File: config.mk
export PLATFORM = sky130hd
export DESIGN_NAME = mc_exc_sequencer
export DESIGN_NICKNAME = d
export VERILOG_FILES = /design/src/rtl/mcc_pkg.sv /design/src/rtl/mcc_next_state.sv /design/src/rtl/mcc_ctrl_decode.sv /design/src/rtl/mcc_exc_regs.sv /design/src/rtl/mc_exc_sequencer.sv
export SDC_FILE = /design/constraint.sdc
export NUM_CORES = 1
export LEC_CHECK = 0
export ABC_AREA = 1
export ABC_CLOCK_PERIOD_IN_PS = 1300
export BUFFER_PORTS_ARGS = -buffer_cell sky130_fd_sc_hd__clkbuf_2
export CELL_PAD_IN_SITES_DETAIL_PLACEMENT = 2
export CELL_PAD_IN_SITES_GLOBAL_PLACEMENT = 2
export CORE_UTILIZATION = 21
export CTS_CLUSTER_DIAMETER = 30
export DETAILED_ROUTE_END_ITERATION = 6
export HOLD_SLACK_MARGIN = 0.02
export PLACE_DENSITY_LB_ADDON = 0.1
export SETUP_SLACK_MARGIN = 0.15
export SLEW_MARGIN = 0
export SYNTH_ARGS = -nofsm -noshare
export SYNTH_HDL_FRONTEND = slang
export SYNTH_HIERARCHICAL = 1
export SYNTH_SLANG_ARGS = --single-unit
File: constraint.sdc
create_clock -name clk -period 1.3 [get_ports clk]
set_input_delay 0.065 -clock clk [delete_from_list [all_inputs] [get_ports clk]]
set_output_delay 0.065 -clock clk [all_outputs]
set_load 0.02 [all_outputs]
File: src/rtl/mcc_pkg.sv
package mcc_pkg;

  typedef enum logic [3:0] {
    S_FETCH  = 4'd0,
    S_DECODE = 4'd1,
    S_MADDR  = 4'd2,
    S_MRD    = 4'd3,
    S_MWB    = 4'd4,
    S_MWR    = 4'd5,
    S_REXE   = 4'd6,
    S_RWB    = 4'd7,
    S_BR     = 4'd8,
    S_JMP    = 4'd9,
    S_ILL    = 4'd10,
    S_OVF    = 4'd11,
    S_VEC    = 4'd12
  } state_e;

  localparam logic [1:0] SRCB_REG  = 2'b00;
  localparam logic [1:0] SRCB_FOUR = 2'b01;
  localparam logic [1:0] SRCB_IMM  = 2'b10;
  localparam logic [1:0] SRCB_BOFS = 2'b11;

  localparam logic [1:0] AOP_ADD  = 2'b00;
  localparam logic [1:0] AOP_SUB  = 2'b01;
  localparam logic [1:0] AOP_FUNC = 2'b10;

  localparam logic [1:0] PCS_ALU    = 2'b00;
  localparam logic [1:0] PCS_ALUOUT = 2'b01;
  localparam logic [1:0] PCS_JUMP   = 2'b10;
  localparam logic [1:0] PCS_VEC    = 2'b11;

  localparam logic CODE_UNDEF = 1'b0;
  localparam logic CODE_OVF   = 1'b1;

  typedef struct packed {
    logic       mem_read;
    logic       mem_write;
    logic       ir_write;
    logic       pc_write;
    logic       pc_write_cond;
    logic       iord;
    logic       reg_dst;
    logic       mem_to_reg;
    logic       reg_write;
    logic       alu_src_a;
    logic [1:0] alu_src_b;
    logic [1:0] alu_op;
    logic [1:0] pc_source;
    logic       epc_write;
    logic       cause_write;
    logic       int_cause;
  } ctrl_t;

endpackage

File: src/rtl/mcc_next_state.sv
module mcc_next_state
  import mcc_pkg::*;
#(
  parameter int            OP_W   = 6,
  parameter logic [OP_W-1:0] OP_RTYPE = 6'h00,
  parameter logic [OP_W-1:0] OP_LOAD  = 6'h23,
  parameter logic [OP_W-1:0] OP_STORE = 6'h2B,
  parameter logic [OP_W-1:0] OP_BEQ   = 6'h04,
  parameter logic [OP_W-1:0] OP_JUMP  = 6'h02
) (
  input  state_e          cur,
  input  logic [OP_W-1:0] opcode,
  input  logic            alu_ovf,
  output state_e          nxt
);

  always_comb begin
    nxt = S_FETCH;
    unique case (cur)
      S_FETCH:  nxt = S_DECODE;
      S_DECODE: begin
        if (opcode == OP_LOAD || opcode == OP_STORE) nxt = S_MADDR;
        else if (opcode == OP_RTYPE)                 nxt = S_REXE;
        else if (opcode == OP_BEQ)                   nxt = S_BR;
        else if (opcode == OP_JUMP)                  nxt = S_JMP;
        else                                         nxt = S_ILL;
      end
      S_MADDR:  nxt = (opcode == OP_LOAD) ? S_MRD : S_MWR;
      S_MRD:    nxt = S_MWB;
      S_REXE:   nxt = alu_ovf ? S_OVF : S_RWB;
      S_ILL,
      S_OVF:    nxt = S_VEC;
      default:  nxt = S_FETCH;
    endcase
  end

endmodule

File: src/rtl/mcc_ctrl_decode.sv
module mcc_ctrl_decode
  import mcc_pkg::*;
(
  input  state_e st,
  output ctrl_t  cw
);

  always_comb begin
    cw = '0;
    unique case (st)
      S_FETCH: begin
        cw.mem_read  = 1'b1;
        cw.ir_write  = 1'b1;
        cw.pc_write  = 1'b1;
        cw.alu_src_b = SRCB_FOUR;
        cw.alu_op    = AOP_ADD;
        cw.pc_source = PCS_ALU;
      end
      S_DECODE: begin
        cw.alu_src_b = SRCB_BOFS;
        cw.alu_op    = AOP_ADD;
      end
      S_MADDR: begin
        cw.alu_src_a = 1'b1;
        cw.alu_src_b = SRCB_IMM;
        cw.alu_op    = AOP_ADD;
      end
      S_MRD: begin
        cw.mem_read = 1'b1;
        cw.iord     = 1'b1;
      end
      S_MWB: begin
        cw.reg_write  = 1'b1;
        cw.mem_to_reg = 1'b1;
      end
      S_MWR: begin
        cw.mem_write = 1'b1;
        cw.iord      = 1'b1;
      end
      S_REXE: begin
        cw.alu_src_a = 1'b1;
        cw.alu_src_b = SRCB_REG;
        cw.alu_op    = AOP_FUNC;
      end
      S_RWB: begin
        cw.reg_write = 1'b1;
        cw.reg_dst   = 1'b1;
      end
      S_BR: begin
        cw.pc_write_cond = 1'b1;
        cw.alu_src_a     = 1'b1;
        cw.alu_src_b     = SRCB_REG;
        cw.alu_op        = AOP_SUB;
        cw.pc_source     = PCS_ALUOUT;
      end
      S_JMP: begin
        cw.pc_write  = 1'b1;
        cw.pc_source = PCS_JUMP;
      end
      S_ILL: begin
        cw.cause_write = 1'b1;
        cw.int_cause   = CODE_UNDEF;
      end
      S_OVF: begin
        cw.cause_write = 1'b1;
        cw.int_cause   = CODE_OVF;
      end
      S_VEC: begin
        cw.alu_src_b = SRCB_FOUR;
        cw.alu_op    = AOP_SUB;
        cw.epc_write = 1'b1;
        cw.pc_write  = 1'b1;
        cw.pc_source = PCS_VEC;
      end
      default: cw = '0;
    endcase
  end

endmodule

File: src/rtl/mcc_exc_regs.sv
module mcc_exc_regs #(
  parameter int DATA_W  = 32,
  parameter int CAUSE_W = 32
) (
  input  logic               clk,
  input  logic               rst,
  input  logic               epc_we,
  input  logic [DATA_W-1:0]  epc_d,
  input  logic               cause_we,
  input  logic               cause_code,
  output logic [DATA_W-1:0]  epc_q,
  output logic [CAUSE_W-1:0] cause_q
);

  localparam int CAUSE_PAD = CAUSE_W - 1;

  always_ff @(posedge clk) begin
    if (rst) begin
      epc_q <= '0;
    end else if (epc_we) begin
      epc_q <= epc_d;
    end
  end

  generate
    if (CAUSE_PAD > 0) begin : g_wide_cause
      always_ff @(posedge clk) begin
        if (rst) begin
          cause_q <= '0;
        end else if (cause_we) begin
          cause_q <= {{CAUSE_PAD{1'b0}}, cause_code};
        end
      end
    end else begin : g_bit_cause
      always_ff @(posedge clk) begin
        if (rst) begin
          cause_q <= '0;
        end else if (cause_we) begin
          cause_q <= cause_code;
        end
      end
    end
  endgenerate

endmodule

File: src/rtl/mc_exc_sequencer.sv
module mc_exc_sequencer
  import mcc_pkg::*;
#(
  parameter int DATA_W  = 32,
  parameter int OP_W    = 6,
  parameter int CAUSE_W = 32,
  parameter logic [OP_W-1:0] OP_RTYPE = 6'h00,
  parameter logic [OP_W-1:0] OP_LOAD  = 6'h23,
  parameter logic [OP_W-1:0] OP_STORE = 6'h2B,
  parameter logic [OP_W-1:0] OP_BEQ   = 6'h04,
  parameter logic [OP_W-1:0] OP_JUMP  = 6'h02
) (
  input  logic               clk,
  input  logic               rst,
  input  logic [OP_W-1:0]    opcode,
  input  logic               alu_ovf,
  input  logic [DATA_W-1:0]  alu_result,
  output logic               mem_read,
  output logic               mem_write,
  output logic               ir_write,
  output logic               pc_write,
  output logic               pc_write_cond,
  output logic               iord,
  output logic               reg_dst,
  output logic               mem_to_reg,
  output logic               reg_write,
  output logic               alu_src_a,
  output logic [1:0]         alu_src_b,
  output logic [1:0]         alu_op,
  output logic [1:0]         pc_source,
  output logic               epc_write,
  output logic               cause_write,
  output logic               int_cause,
  output logic [DATA_W-1:0]  epc,
  output logic [CAUSE_W-1:0] cause
);

  state_e state_q;
  state_e state_d;
  state_e state_sel;
  ctrl_t  cw_d;
  ctrl_t  cw_q;

  mcc_next_state #(
    .OP_W(OP_W), .OP_RTYPE(OP_RTYPE), .OP_LOAD(OP_LOAD),
    .OP_STORE(OP_STORE), .OP_BEQ(OP_BEQ), .OP_JUMP(OP_JUMP)
  ) i_next (
    .cur    (state_q),
    .opcode (opcode),
    .alu_ovf(alu_ovf),
    .nxt    (state_d)
  );

  // control word is decoded from the state about to be entered and registered
  assign state_sel = rst ? S_FETCH : state_d;

  mcc_ctrl_decode i_dec (
    .st(state_sel),
    .cw(cw_d)
  );

  always_ff @(posedge clk) begin
    state_q <= state_sel;
    cw_q    <= cw_d;
  end

  mcc_exc_regs #(.DATA_W(DATA_W), .CAUSE_W(CAUSE_W)) i_exc (
    .clk       (clk),
    .rst       (rst),
    .epc_we    (cw_q.epc_write),
    .epc_d     (alu_result),
    .cause_we  (cw_q.cause_write),
    .cause_code(cw_q.int_cause),
    .epc_q     (epc),
    .cause_q   (cause)
  );

  assign mem_read      = cw_q.mem_read;
  assign mem_write     = cw_q.mem_write;
  assign ir_write      = cw_q.ir_write;
  assign pc_write      = cw_q.pc_write;
  assign pc_write_cond = cw_q.pc_write_cond;
  assign iord          = cw_q.iord;
  assign reg_dst       = cw_q.reg_dst;
  assign mem_to_reg    = cw_q.mem_to_reg;
  assign reg_write     = cw_q.reg_write;
  assign alu_src_a     = cw_q.alu_src_a;
  assign alu_src_b     = cw_q.alu_src_b;
  assign alu_op        = cw_q.alu_op;
  assign pc_source     = cw_q.pc_source;
  assign epc_write     = cw_q.epc_write;
  assign cause_write   = cw_q.cause_write;
  assign int_cause     = cw_q.int_cause;

endmodule

## Word-level counts from Yosys, hierarchy flattened

Cells that the tools add are included.

| storage, ports and cells | value |
|---|---|
| input bits | 41 |
| output and inout bits | 83 |
| bits in registers | 56 |
| logic and storage cells | 73 |

| cells by class | value |
|---|---|
| mux-type cells | 22 |
| reduce and logical (&&, ||, !) cells | 10 |
| eq/ne operators | 22 |

Operator list:

| operator | count |
|---|---|
| $pmux W4 S6 | 2 |
| $eq A4 B4 Y1 const B | 7 |
| $eq A4 B3 Y1 const B | 5 |
| $mux W4 | 5 |
| $eq A4 B2 Y1 const B | 4 |
| $eq A6 B6 Y1 const B | 2 |
| $mux W1 | 11 |
| $eq A4 B1 Y1 const B | 2 |
| $logic_not A4 Y1 | 2 |
| $reduce_or A2 Y1 | 4 |
| $eq A6 B2 Y1 const B | 1 |
| $eq A6 B3 Y1 const B | 1 |
| $logic_not A6 Y1 | 1 |
| $pmux W2 S3 | 1 |
| $reduce_or A3 Y1 | 2 |
| $pmux W2 S2 | 1 |
| $mux W3 | 1 |
| $mux W2 | 1 |
| $logic_or A1 B1 Y1 | 1 |

## Longest topological paths before layout

Gate-level depths: netlist (run 1).

| logic depth | value |
|---|---|
| depth after elaboration | 10 |
| gate-level depth with buffers | 12 |
| gate-level depth less buffers | 12 |

## Modules after synthesis

Netlist (run 1), hierarchy kept.

Modules (own cells, without submodules):

| module | cells an instance | sequential area each (um^2) | area each (um^2) | instances |
|---|---|---|---|---|
| mcc_exc_regs | 241 | 660.6 | 1614.0 | 1 |
| mc_exc_sequencer | 31 | 460.4 | 490.5 | 1 |
| mcc_next_state | 51 | 0.0 | 227.7 | 1 |
| mcc_ctrl_decode | 41 | 0.0 | 163.9 | 1 |

## Worst setup path after synthesis (run 1)

OpenSTA, ideal clock, no wires.

| timing | value |
|---|---|
| kind | reg2reg |
| start point | register state_q[1] |
| end point | register cw_q (netlist bit alu_src_b[0]) |
| period minus slack after synthesis | 1.430 ns |
| arrival time | 1.296 ns |
| path buffers | 0 |
| data required time | 1.166 ns |
| slack | -0.130 ns |
| cell stages (with the launch flop) | 11 |
| setup time | 0.134 ns |
| cell sequence | dfxtp_1 > inv_2 > nand2_1 > nor2_2 > nand3_1 > nand3_1 > inv_1 > nor2_1 > nor2_2 > nand2_1 > o21ai_0 |

RTL lines:

| element | RTL line | text |
|---|---|---|
| from (decl) | mc_exc_sequencer.sv:38 | `state_e state_q;` |
| from (signal assigned) | mc_exc_sequencer.sv:63 | `state_q <= state_sel;` |
| to (signal assigned) | mc_exc_sequencer.sv:64 | `cw_q <= cw_d;` |
| to (decl) | mc_exc_sequencer.sv:42 | `ctrl_t cw_q;` |

==> results of run 1 <==
-- cells in the mapped netlist --
cell	n
dfxtp_1	56
a21oi_1	2
buf_6	7
buf_4	31
nand4_1	1
conb_1	1
inv_1	57
buf_2	3
nor2_1	89
nor2_2	4
o21ai_2	1
inv_2	4
o21ai_0	3
nand3b_1	1
nand3_1	13
nand2_1	90
nand2_2	1
-- worst paths after layout --
check	from	end	slack, ns	cells past startpoint
worst max-delay path	state_q[1]$_DFF_P_	pc_write$_DFF_P_	-0.18	11
worst min-delay path	alu_result[22]	i_exc/epc_q[22]$_SDFFE_PP0P_	0.05	5
worst max register to register	state_q[1]$_DFF_P_	pc_write$_DFF_P_	-0.18	11
worst min register to register	i_exc/epc_q[17]$_SDFFE_PP0P_	i_exc/epc_q[17]$_SDFFE_PP0P_	0.47	2
-- cell type report --
class	count	area [um2]
Clock inverter	3	42.5
Fill cell	1425	8090
Timing Repair Buffer	106	632
Tap cell	143	179
Clock buffer	5	125
Inverter	61	234
Sequential cell	56	1130
Multi-Input combinational cell	236	1080
-- metal layers --
metal	vias up	track usage, %
li1	1193	-
met1	1051	14.8
met2	65	21.6
met3	4	2.68
met4	0	2.70
met5	-	0
-- worst max-delay path, stage by stage, from the launching register on --
cell	delay, ns
dfxtp_2	0.34
inv_4	0.09
nand2_4	0.05
nor2_4	0.16
nand3_2	0.10
nand2_2	0.07
inv_2	0.04
nor2_4	0.16
nor2_2	0.07
buf_4	0.13
nand2_2	0.06
nand3_1	0.08
-- kinds of logic after synthesis --
group / count (synthesis) / share of synthesized area [%]
AO/OA/AOI/OAI: 6 / 1.35
buffers and inverters: 102 / 22.3
flip-flops: 56 / 44.9
other: 1 / 0.150
AND/OR/NAND/NOR: 199 / 31.3
-- placed cells by master, fill, tap and decap left out, types with 9 or more instances in the layout --
master / instances
clkbuf_2: 92
nand2_1: 78
nor2_1: 78
dfxtp_1: 52
inv_1: 47
conb_1: 31
inv_2: 12
nor2_4: 10
buf_4: 10
nand2_2: 9
nand3_1: 9
-- where the power goes --
part           switching [mW]  total, mW  internal [mW]
logic                   0.967       1.48          0.514
clock network           0.616       1.52          0.906
registers               0.104       2.01           1.91
total                    1.69       5.02           3.33
-- stage by stage --
step,power [mW],util (%)
6_report,5.02,29.7
5_1_grt,5.34,29.7
4_1_cts,5.11,29.6
3_5_place_dp,3.35,26.6
3_3_place_gp,3.34,26.6
2_1_floorplan,2.97,-
-- what timing repair did --
action	in CTS	in global routing
setup buffers	4	0
endpoints found under the setup margin	21	22
pin swaps	13	3
cloned	2	0
resized for setup	26	9
==> flow_metrics.tcl, run 1 <==
set metrics [dict create \
    status "finished with violations" \
    violations "design-rule violations, negative setup slack" \
    routed-wl-met2_um 3410 \
    route.antenna.remaining_nets 0 \
    drt_drc_violations_left 20 \
    dp_hpwl_um 5250 \
    rsz0062_at_grt "true" \
    cts_buffers 5 \
    area_growth_pct 37.1 \
    setup_violations 19 \
    fp.dieH_um 111 \
    hold_class "in -> reg" \
    fin_crit_ns 1.48 \
    rows 39 \
    cp-start-kind "flip-flop" \
    grtUsageTotal_pct 12.1 \
    power_leakage_nw 1.82 \
    top_layer "met4" \
    final-hold-violation-count 0 \
    syn_area_per_cell_um2 6.86 \
    initial_utilization_pct 21.7 \
    drt_first_pass_iters 6 \
    p_per_area_mw_per_mm2 1470 \
    io_buffers 92 \
    worstPathRequired_ns 1.47 \
    cts-htree-levels 2 \
    dpl_worst_slack_ns -0.239 \
    post-route-period-util_pct 113 \
    cts_hold_buf 0 \
    drtIter0Drc 62 \
    grt_max_degree 34 \
    layout.cells.non_filler 610 \
    grt-ovfl-total 0 \
    drive_above_1_share_pct 35.5 \
    clockBufferDepth 2 \
    antenna_found_initial 0 \
    coreArea_mm2 0.0115 \
    placedInstanceArea_mm2 0.00306 \
    n_antenna_cell 0 \
    synthCells 364 \
    via_count 2313 \
    clock_latency_ns 0.29 \
    drv_slew 0 \
    timing.final.ws_setup_ns -0.175 \
    stdcell_area_mm2 0.00342 \
    fmax_mhz 678 \
    critical_path.max_fanout 5 \
    largest_reg_flops 32 \
    io_pins 124 \
    wire_per_inst_um 11.8 \
    worstPathArrival_ns 1.65 \
    dp.cells 596 \
    cts_tree "done" \
    yosysWarnings 6 \
    dieArea_mm2 0.0123 \
    vdd_ir_drop_max_mv 0.678 \
    yosysSeqAreaShare_pct 44.9 \
    cp-end-kind "flip-flop" \
    totalWireLength_um 7220 \
    finClkSkew_ns 0.00847 \
    grt_pass1_vias 2462 \
    dr_wl_met3_um 490 \
    fp.dieW_um 111 \
    tightest_slew_ns 0.627 \
    maxSlewHeadroom_pct 58.1 \
    syn_area_mm2 0.00250 \
    finalSetupTns_ns -2.21 \
    max-cap-violations 0 \
    synth_seq_cells 56 \
    yosysTopAreaCell "dfxtp_1" \
    top_regs "i_exc/epc_q (32), state_q (4)" \
    gp_congestion 0.708 \
    vias_per_cell 3.79 \
    netlist.area_leader.share_pct 44.9 \
    hold_ws_ns 0.0499 \
    clk_pin_slew_ns 0.07 \
    grt_pass1_wl_um 12000 \
    cts_root_buffer "clkbuf_16" \
    synthDistinctLibCells 17 \
    wl_met1_um 3270 \
    critPathKind "reg -> reg" \
    top_register "i_exc/epc_q" \
    yosys-top-cells-area "dfxtp_1 (45%), nand2_1 (14%), nor2_1 (13%)" \
    clock-sinks 56 \
    nets 507 \
]
No activity file was read; power rests on OpenSTA's default activity.
==> run 2: changes to the inputs <==
--- a/config.mk
+++ b/config.mk
@@ -10,6 +10,7 @@
 export BUFFER_PORTS_ARGS = -buffer_cell sky130_fd_sc_hd__clkbuf_2
 export CELL_PAD_IN_SITES_DETAIL_PLACEMENT = 2
 export CELL_PAD_IN_SITES_GLOBAL_PLACEMENT = 2
+export CORE_ASPECT_RATIO = 0.9
 export CORE_UTILIZATION = 21
 export CTS_CLUSTER_DIAMETER = 30
 export DETAILED_ROUTE_END_ITERATION = 6
==> run 2 against run 1 <==
  * The run ends with negative setup slack left
  * Sequential power about the same
  * Global-route usage shrank 1.0 points
  * Clock power is 9% lower
  * Combinational power is 9% higher
  * Design area grew 0.59%
  * Non-clock buffer count is 1 higher
  * Largest power group unchanged
==> flow_metrics.tcl, run 2 (synthesis gave the netlist of run 1 again) <==
set metrics [dict create \
    status "finished with violations" \
    violations "negative setup slack" \
    dieArea_mm2 0.0123 \
    post-route-period-util_pct 120 \
    fp.dieW_um 117 \
    critical_path.max_fanout 4 \
    top_register "i_exc/epc_q" \
    busiest_layer "met2" \
    grt_pass1_vias 2221 \
    max-cap-violations 0 \
    finClkSkew_ns 0.00536 \
    cp-start-kind "flip-flop" \
    drtIter0Drc 40 \
    fmax_mhz 644 \
    cp-end-kind "flip-flop" \
    drv_slew 0 \
    crit_chain "inv_4, nand2_4, nor2_4, nand3_2, nand2_2, inv_2, nor2_4, inv_4, nor2_4, nand2_2, o21ai_1" \
    p_per_area_mw_per_mm2 1460 \
    fp.dieH_um 105 \
    io_buffers 92 \
    largest_reg_flops 32 \
    via_count 2342 \
    area_growth_pct 37.9 \
    use_met3_pct 2.93 \
    use_met1_pct 14.0 \
    vdd_ir_drop_max_mv 0.672 \
    holdPathStages 5 \
    clockBufferDepth 2 \
    final_core_util_pct 29.9 \
    nets 508 \
    grtUsageTotal_pct 11.1 \
    critPathKind "reg -> reg" \
    crit_top_cell "nor2_4" \
    gp_congestion 0.733 \
    worstPathRequired_ns 1.52 \
    vias_per_cell 3.75 \
    initial_utilization_pct 21.7 \
    cts_buffers 5 \
    layout_common_cells "clkbuf_2 (92), nor2_1 (77), nand2_1 (76)" \
    n_antenna_cell 0 \
    clk_pin_slew_ns 0.07 \
    totalWireLength_um 7090 \
    final-hold-violation-count 0 \
    globalRouteMet2Util_pct 18.2 \
    antenna_found_initial 0 \
    drt_drc_violations_left 0 \
    grt_pass1_wl_um 10600 \
    layout.cells.non_filler 624 \
    cts-htree-levels 2 \
    cts_root_buffer "clkbuf_16" \
    drt_first_pass_iters 4 \
    rows 37 \
    coreArea_mm2 0.0115 \
    finalSetupTns_ns -3.34 \
    hold_class "in -> reg" \
    cts_tree "done" \
    cts_hold_buf 0 \
    dp_hpwl_um 5200 \
    top_regs "i_exc/epc_q (32), state_q (4)" \
    ff2ff_path_depth 11 \
    dpl_worst_slack_ns -0.226 \
    drive_above_1_share_pct 38.0 \
    rsz0062_at_grt "true" \
    timing.final.ws_setup_ns -0.254 \
    grt-ovfl-total 0 \
    critPathSlowestCell "dfxtp_4" \
    route.antenna.remaining_nets 0 \
    power_leakage_nw 1.82 \
    fin_crit_ns 1.55 \
    layout_commonest_cell "clkbuf_2" \
    n_fill_cell 1394 \
    max_stage_delay_ns 0.37 \
    clock-sinks 56 \
    wire_per_inst_um 11.4 \
    grt_max_degree 45 \
    worstPathArrival_ns 1.77 \
    setup_violations 20 \
    dp.cells 607 \
    clock_latency_ns 0.29 \
    placedInstanceArea_mm2 0.00308 \
    stdcell_area_mm2 0.00344 \
    io_pins 124 \
]
run 2: cell types whose count changed in the layout (fill, tap and decap cells not counted), sizes merged:
cell / change
clkinv: +1
clkbuf: +1
bufbuf: -2
clkinvlp: -1
bufinv: -1
buf: +3
run 2: layer usage:
| layer | vias up | routed length [um] |
|---|---|---|
| met3 | 7 | 433 |
| li1 | 1195 | - |
| met5 | - | 0 |
| met2 | 69 | 3440 |
| met4 | 0 | 87 |
| met1 | 1071 | 3130 |
run 2: per-stage QoR:
step | hold WS (ns) | power [mW]
after CTS | 0.0388 | 4.87
final | 0.0416 | 5.01
after global placement | 0.345 | 3.31
after detailed placement | 0.356 | 3.31
after floorplan | 0.138 | 2.97
after global routing | 0.0574 | 5.33
run 2: what timing repair did:
action | in CTS | in global routing
pin swaps | 6 | 23
gates resized for setup | 17 | 35
setup buffers | 3 | 6
endpoints found under the setup margin | 20 | 23
run 2: critical path: cells and delay by family (launching register included):
| kind | cells | cell delay, ns |
|---|---|---|
| flip-flops | 1 | 0.37 |
| AO/OA/AOI/OAI | 1 | 0.11 |
| buffers and inverters | 3 | 0.19 |
| AND/OR/NAND/NOR | 7 | 0.81 |
run 2: final timing paths:
path	end	from	slack, ns
setup / recovery	alu_src_a$_DFF_P_	state_q[3]$_DFF_P_	-0.25
hold / removal	i_exc/epc_q[31]$_SDFFE_PP0P_	alu_result[31]	0.04
hold reg to reg	i_exc/epc_q[31]$_SDFFE_PP0P_	i_exc/epc_q[31]$_SDFFE_PP0P_	0.47
setup reg to reg	alu_src_a$_DFF_P_	state_q[3]$_DFF_P_	-0.25
run 2: where the power goes:
part	internal, mW	switching (mW)
clock network	0.762	0.618
logic	0.572	1.04
registers	1.92	0.107
run 2: layout make-up:
class	count	area, um2	share of cell area, %
flip-flops and latches	56	1130	32.9
multi-input cells	236	1110	32.3
clock buffers	6	139	4.03
inverters	61	239	6.94
repair buffers	107	614	17.8
well taps	156	195	5.67
clock inverters	2	10.0	0.291
